--- src/rtl/sram_ctl_pkg.sv ---
package sram_ctl_pkg;

  typedef enum logic [2:0] {
    ST_IDLE,
    ST_RD_SETUP,
    ST_RD_WAIT,
    ST_RD_SAMPLE,
    ST_WR_SETUP,
    ST_WR_PULSE,
    ST_WR_HOLD,
    ST_TURN
  } ctl_state_e;

  function automatic int unsigned max3(input int unsigned a, input int unsigned b,
                                       input int unsigned c);
    int unsigned m;
    m = (a > b) ? a : b;
    return (m > c) ? m : c;
  endfunction

  // The timer holds a count minus one, so it needs bits for v-1.
  function automatic int unsigned cnt_width(input int unsigned v);
    return (v <= 2) ? 1 : $clog2(v);
  endfunction

  // Cycles from the accepting edge to the edge that raises done.
  function automatic int unsigned rd_latency(input int unsigned taa, input int unsigned turn,
                                             input bit after_wr);
    return taa + 2 + (after_wr ? turn : 0);
  endfunction

  function automatic int unsigned wr_latency(input int unsigned tpwe);
    return tpwe + 2;
  endfunction

endpackage

--- src/rtl/sram_ctl_timer.sv ---
module sram_ctl_timer #(
  parameter int CNT_W = 2
) (
  input  logic             clk,
  input  logic             rst_n,
  input  logic             load,
  input  logic [CNT_W-1:0] load_val,
  output logic             expired
);

  logic [CNT_W-1:0] cnt_q;

  always_ff @(posedge clk or negedge rst_n) begin
    if (!rst_n) begin
      cnt_q <= '0;
    end else if (load) begin
      cnt_q <= load_val;
    end else if (cnt_q != '0) begin
      cnt_q <= cnt_q - 1'b1;
    end
  end

  assign expired = (cnt_q == '0);

endmodule

--- src/rtl/sram_ctl_seq.sv ---
module sram_ctl_seq
  import sram_ctl_pkg::*;
#(
  parameter int T_AA_CYC   = 2,
  parameter int T_PWE_CYC  = 2,
  parameter int T_TURN_CYC = 2,
  parameter int CNT_W      = 2
) (
  input  logic             clk,
  input  logic             rst_n,
  input  logic             req_valid,
  input  logic             req_write,
  input  logic             tmr_expired,
  output logic             req_ready,
  output logic             accept,
  output logic             tmr_load,
  output logic [CNT_W-1:0] tmr_val,
  output logic             cap_rd,
  output logic             done,
  output logic             ce_n,
  output logic             oe_n,
  output logic             we_n,
  output logic             dq_oe,
  output logic             st_idle,
  output logic             wr_phase
);

  localparam logic [CNT_W-1:0] LD_AA   = CNT_W'(T_AA_CYC - 1);
  localparam logic [CNT_W-1:0] LD_PWE  = CNT_W'(T_PWE_CYC - 1);
  localparam logic [CNT_W-1:0] LD_TURN = CNT_W'(T_TURN_CYC - 1);

  ctl_state_e state_q, state_d;
  logic       last_wr_q;
  logic       done_q;

  assign st_idle   = (state_q == ST_IDLE);
  assign req_ready = st_idle;
  assign accept    = st_idle && req_valid;
  assign cap_rd    = (state_q == ST_RD_SAMPLE);
  assign wr_phase  = (state_q == ST_WR_SETUP) || (state_q == ST_WR_PULSE) ||
                     (state_q == ST_WR_HOLD);

  always_comb begin
    state_d  = state_q;
    tmr_load = 1'b0;
    tmr_val  = '0;
    unique case (state_q)
      ST_IDLE: begin
        if (req_valid) begin
          if (req_write) begin
            state_d = ST_WR_SETUP;
          end else if (last_wr_q) begin
            state_d  = ST_TURN;
            tmr_load = 1'b1;
            tmr_val  = LD_TURN;
          end else begin
            state_d = ST_RD_SETUP;
          end
        end
      end
      ST_TURN:      if (tmr_expired) state_d = ST_RD_SETUP;
      ST_RD_SETUP: begin
        state_d  = ST_RD_WAIT;
        tmr_load = 1'b1;
        tmr_val  = LD_AA;
      end
      ST_RD_WAIT:   if (tmr_expired) state_d = ST_RD_SAMPLE;
      ST_RD_SAMPLE: state_d = ST_IDLE;
      ST_WR_SETUP: begin
        state_d  = ST_WR_PULSE;
        tmr_load = 1'b1;
        tmr_val  = LD_PWE;
      end
      ST_WR_PULSE:  if (tmr_expired) state_d = ST_WR_HOLD;
      ST_WR_HOLD:   state_d = ST_IDLE;
      default:      state_d = ST_IDLE;
    endcase
  end

  always_ff @(posedge clk or negedge rst_n) begin
    if (!rst_n) begin
      state_q   <= ST_IDLE;
      last_wr_q <= 1'b0;
      done_q    <= 1'b0;
    end else begin
      state_q <= state_d;
      done_q  <= (state_q == ST_RD_SAMPLE) || (state_q == ST_WR_HOLD);
      if (state_q == ST_WR_HOLD)   last_wr_q <= 1'b1;
      if (state_q == ST_RD_SAMPLE) last_wr_q <= 1'b0;
    end
  end

  assign done = done_q;

  // Pin strobes decoded from the state register only.
  always_comb begin
    ce_n  = 1'b1;
    oe_n  = 1'b1;
    we_n  = 1'b1;
    dq_oe = 1'b0;
    unique case (state_q)
      ST_RD_SETUP:  ce_n = 1'b0;
      ST_RD_WAIT,
      ST_RD_SAMPLE: begin
        ce_n = 1'b0;
        oe_n = 1'b0;
      end
      ST_WR_SETUP,
      ST_WR_HOLD: begin
        ce_n  = 1'b0;
        dq_oe = 1'b1;
      end
      ST_WR_PULSE: begin
        ce_n  = 1'b0;
        we_n  = 1'b0;
        dq_oe = 1'b1;
      end
      default: ;
    endcase
  end

endmodule

--- src/rtl/sram_ctl_dpath.sv ---
module sram_ctl_dpath #(
  parameter int ADDR_W = 15,
  parameter int DATA_W = 8
) (
  input  logic              clk,
  input  logic              rst_n,
  input  logic              accept,
  input  logic [ADDR_W-1:0] req_addr,
  input  logic [DATA_W-1:0] req_wdata,
  input  logic              cap_rd,
  input  logic [DATA_W-1:0] mem_dq_in,
  output logic [ADDR_W-1:0] mem_addr,
  output logic [DATA_W-1:0] mem_dq_out,
  output logic [DATA_W-1:0] rd_data
);

  logic [ADDR_W-1:0] addr_q;
  logic [DATA_W-1:0] wdata_q;
  logic [DATA_W-1:0] rd_q;

  always_ff @(posedge clk or negedge rst_n) begin
    if (!rst_n) begin
      addr_q  <= '0;
      wdata_q <= '0;
      rd_q    <= '0;
    end else begin
      if (accept) begin
        addr_q  <= req_addr;
        wdata_q <= req_wdata;
      end
      if (cap_rd) rd_q <= mem_dq_in;
    end
  end

  assign mem_addr   = addr_q;
  assign mem_dq_out = wdata_q;
  assign rd_data    = rd_q;

endmodule

--- src/rtl/sram_ctl.sv ---
module sram_ctl
  import sram_ctl_pkg::*;
#(
  parameter int ADDR_W     = 15,
  parameter int DATA_W     = 8,
  parameter int T_AA_CYC   = 2,
  parameter int T_PWE_CYC  = 2,
  parameter int T_TURN_CYC = 2
) (
  input  logic              clk,
  input  logic              rst_n,
  input  logic              req_valid,
  output logic              req_ready,
  input  logic              req_write,
  input  logic [ADDR_W-1:0] req_addr,
  input  logic [DATA_W-1:0] req_wdata,
  output logic              done,
  output logic [DATA_W-1:0] rd_data,
  output logic [ADDR_W-1:0] mem_addr,
  output logic              mem_ce_n,
  output logic              mem_oe_n,
  output logic              mem_we_n,
  output logic [DATA_W-1:0] mem_dq_out,
  output logic              mem_dq_oe,
  input  logic [DATA_W-1:0] mem_dq_in
);

  localparam int CNT_W = cnt_width(max3(T_AA_CYC, T_PWE_CYC, T_TURN_CYC));

  logic             accept;
  logic             tmr_load;
  logic [CNT_W-1:0] tmr_val;
  logic             tmr_expired;
  logic             cap_rd;
  logic             st_idle;
  logic             wr_phase;

  sram_ctl_timer #(.CNT_W(CNT_W)) u_timer (
    .clk      (clk),
    .rst_n    (rst_n),
    .load     (tmr_load),
    .load_val (tmr_val),
    .expired  (tmr_expired)
  );

  sram_ctl_seq #(
    .T_AA_CYC   (T_AA_CYC),
    .T_PWE_CYC  (T_PWE_CYC),
    .T_TURN_CYC (T_TURN_CYC),
    .CNT_W      (CNT_W)
  ) u_seq (
    .clk         (clk),
    .rst_n       (rst_n),
    .req_valid   (req_valid),
    .req_write   (req_write),
    .tmr_expired (tmr_expired),
    .req_ready   (req_ready),
    .accept      (accept),
    .tmr_load    (tmr_load),
    .tmr_val     (tmr_val),
    .cap_rd      (cap_rd),
    .done        (done),
    .ce_n        (mem_ce_n),
    .oe_n        (mem_oe_n),
    .we_n        (mem_we_n),
    .dq_oe       (mem_dq_oe),
    .st_idle     (st_idle),
    .wr_phase    (wr_phase)
  );

  sram_ctl_dpath #(.ADDR_W(ADDR_W), .DATA_W(DATA_W)) u_dpath (
    .clk        (clk),
    .rst_n      (rst_n),
    .accept     (accept),
    .req_addr   (req_addr),
    .req_wdata  (req_wdata),
    .cap_rd     (cap_rd),
    .mem_dq_in  (mem_dq_in),
    .mem_addr   (mem_addr),
    .mem_dq_out (mem_dq_out),
    .rd_data    (rd_data)
  );

endmodule

--- config.mk ---
export PLATFORM = sky130hd
export DESIGN_NAME = sram_ctl
export DESIGN_NICKNAME = d
export VERILOG_FILES = /design/src/rtl/sram_ctl_pkg.sv /design/src/rtl/sram_ctl_timer.sv /design/src/rtl/sram_ctl_seq.sv /design/src/rtl/sram_ctl_dpath.sv /design/src/rtl/sram_ctl.sv
export SDC_FILE = /design/constraint.sdc
export NUM_CORES = 1
export LEC_CHECK = 0
export BUFFER_PORTS_ARGS = -buffer_cell sky130_fd_sc_hd__clkbuf_2
export CAP_MARGIN = 20
export CORE_UTILIZATION = 48
export CTS_BUF_LIST = sky130_fd_sc_hd__clkbuf_2
export DETAILED_ROUTE_END_ITERATION = 12
export PLACE_DENSITY_LB_ADDON = 0.25
export SYNTH_ARGS = -nofsm -noshare
export SYNTH_HDL_FRONTEND = slang
export SYNTH_HIERARCHICAL = 1
export SYNTH_SLANG_ARGS = --single-unit
--- constraint.sdc ---
create_clock -name clk -period 1.8 [get_ports clk]
set_input_delay 0.27 -clock clk [delete_from_list [all_inputs] [get_ports clk]]
set_output_delay 0.27 -clock clk [all_outputs]
set_load 0.01 [all_outputs]
==> out/metrics.cfg <==
[logic_synthesis]
synth_area_per_cell_um2 = 14.3
yosysWarningCount = 6
mappedNetlistArea_um2 = 1550
synth_nets = 143
syn_inst = 108

[global_route]
first_global_vias = 1046
grt_overflow_total = 0
antenna_found_initial = 0
grt_max_degree = 24
grtUsageTotal = 0.183
grt_pass1_wl_mm = 4.60

[critical_path]
worstPathArrival_ps = 1280
worstPathCellList = buf_4 -> inv_2 -> nand3_1 -> clkbuf_2
critical_path_class = reg2out
max_stage_delay_ps = 430
crit_slowest_cell = dfrtp_1
cp-start-kind = flip-flop
crit_path_end_kind = output pin
worst-path-max-fanout = 9
cp.required_ps = 1530

[timing]
fin_setup_tns_ps = 0
hold_viol = 0
finalCriticalPeriod_ps = 1550
relSlewSlack = 0.732
skew_ps = 7.85
worst_slew_pin_slew_ps = 402
worst_hold_slack_ps = 122
finalCritPeriodShare = 0.860
rsz0062_at_grt = false
fmax_mhz = 646
setup_violations = 0
slew_viol_final = 0

[final_layout]
nNetsFinal = 221
diodes = 0
final_common_cell = clkbuf_2
drive_gt1_frac = 0.656
final_cell_mix = 77 x clkbuf_2, 37 x dfrtp_1, 31 x mux2_2
fin_cells = 230
syn2layout_area_growth_pct = 29.2

[route]
drt_iter0_drc = 21
avgViaCountPerCell = 4.77
wl_per_cell_um = 12.2
drc = 0
first_pass_iters = 3
wirelength_mm = 2.81
vias = 1098
postRouteAntennaNets = 0

[clocking]
max-clock-path-buffers = 2
cts_tree = yes
cts_setup_buffers = 0
clockRootBuffer = clkbuf_2
cts.sink_count = 37
ctsResizeCount = 0
cts.clk_slew.worst_paths_ps = 170
cts-htree-levels = 2
cts_buffers = 5
insertion_delay_ps = 360

[die]
rows = 20
die_h_um = 58.8
die-area_um2 = 3460
start_util = 0.507
die_x_um = 58.8
io_pins = 72
core_um2 = 3050

[placement]
portBuffers = 71
dp_hpwl_mm = 2.23
finalWeightedCongestion = 0.763
dp_cells = 222

[worst_hold_path]
hold_path.class = in2reg

[outcome]
outcome = finished, final reports clean

[run]
max-cap-violations = 0

[pwr]
p_total_uw = 3540
ir_worst_vdd_uv = 745
power_leakage_uw = 0.000994
p_per_area_nw_per_um2 = 1770

final timing paths:
path / start / end / slack [ps] / depth (start not counted)
worst min-delay path: mem_dq_in[1] / u_dpath/rd_data[1] / 120 / 2
worst max register to register: u_seq/state_q[1] / u_dpath/mem_addr[12] / 320 / 4
worst max-delay path: u_seq/state_q[1] / mem_we_n / 250 / 4
min in group asynchronous: rst_n / u_dpath/mem_addr[3] / 350 / 2
max in group asynchronous: rst_n / u_dpath/mem_addr[9] / 840 / 3
worst min register to register: u_dpath/mem_addr[1] / u_dpath/mem_addr[1] / 520 / 1
stage by stage:
step / util / cell area [µm²] / setup WS, ps
3_5_place_dp: 0.641 / 1960 / 323
3_3_place_gp: 0.641 / 1960 / 400
5_1_grt: 0.656 / 2000 / 125
6_report: 0.656 / 2000 / 252
4_1_cts: 0.656 / 2000 / 216
2_1_floorplan: - / 1550 / 123
flip-flops by register name, summed over array words and instances (netlist names):
register	count
u_seq/done	1
u_dpath/rd_data	8
u_seq/state_q	3
u_dpath/mem_addr	15
u_dpath/mem_dq_out	8
u_timer/cnt_q	1
u_seq/last_wr_q	1
metal layers:
layer  part of all wire  routed length [µm]  track usage
met3              0.078                 219       0.0725
met5                  0                   0            0
met4              0.014                  39       0.0816
met2               0.51                1440        0.313
met1               0.40                1110        0.199
worst max-delay path: cells and delay by family (launching register included):
family	cells	cell delay (ps)
buffers and inverters	3	420
DFF	1	430
and+or+nand+nor	1	70
cell type report:
type | count | area [µm²]
fillers | 265 | 1050
inverters | 4 | 15.0
repair buffers | 78 | 423
flip-flops and latches | 37 | 926
clock inverters | 1 | 3.75
well taps | 44 | 55.1
multi-input cells | 60 | 549
clock buffers | 6 | 30.0
power breakdown:
group / internal, µW / leakage [µW] / total, µW / switching [µW]
sequential: 1250 / 0.000444 / 1470 / 219
combinational: 904 / 0.000524 / 1740 / 837
clock: 90.7 / 0.0000265 / 329 / 239
timing repair:
| item | CTS | global route |
|---|---|---|
| hold buffers | 1 | 0 |
| endpoints found under the hold margin | 16 | 0 |
| setup endpoints to repair | 0 | 0 |
No activity file was read; power rests on OpenSTA's default activity.
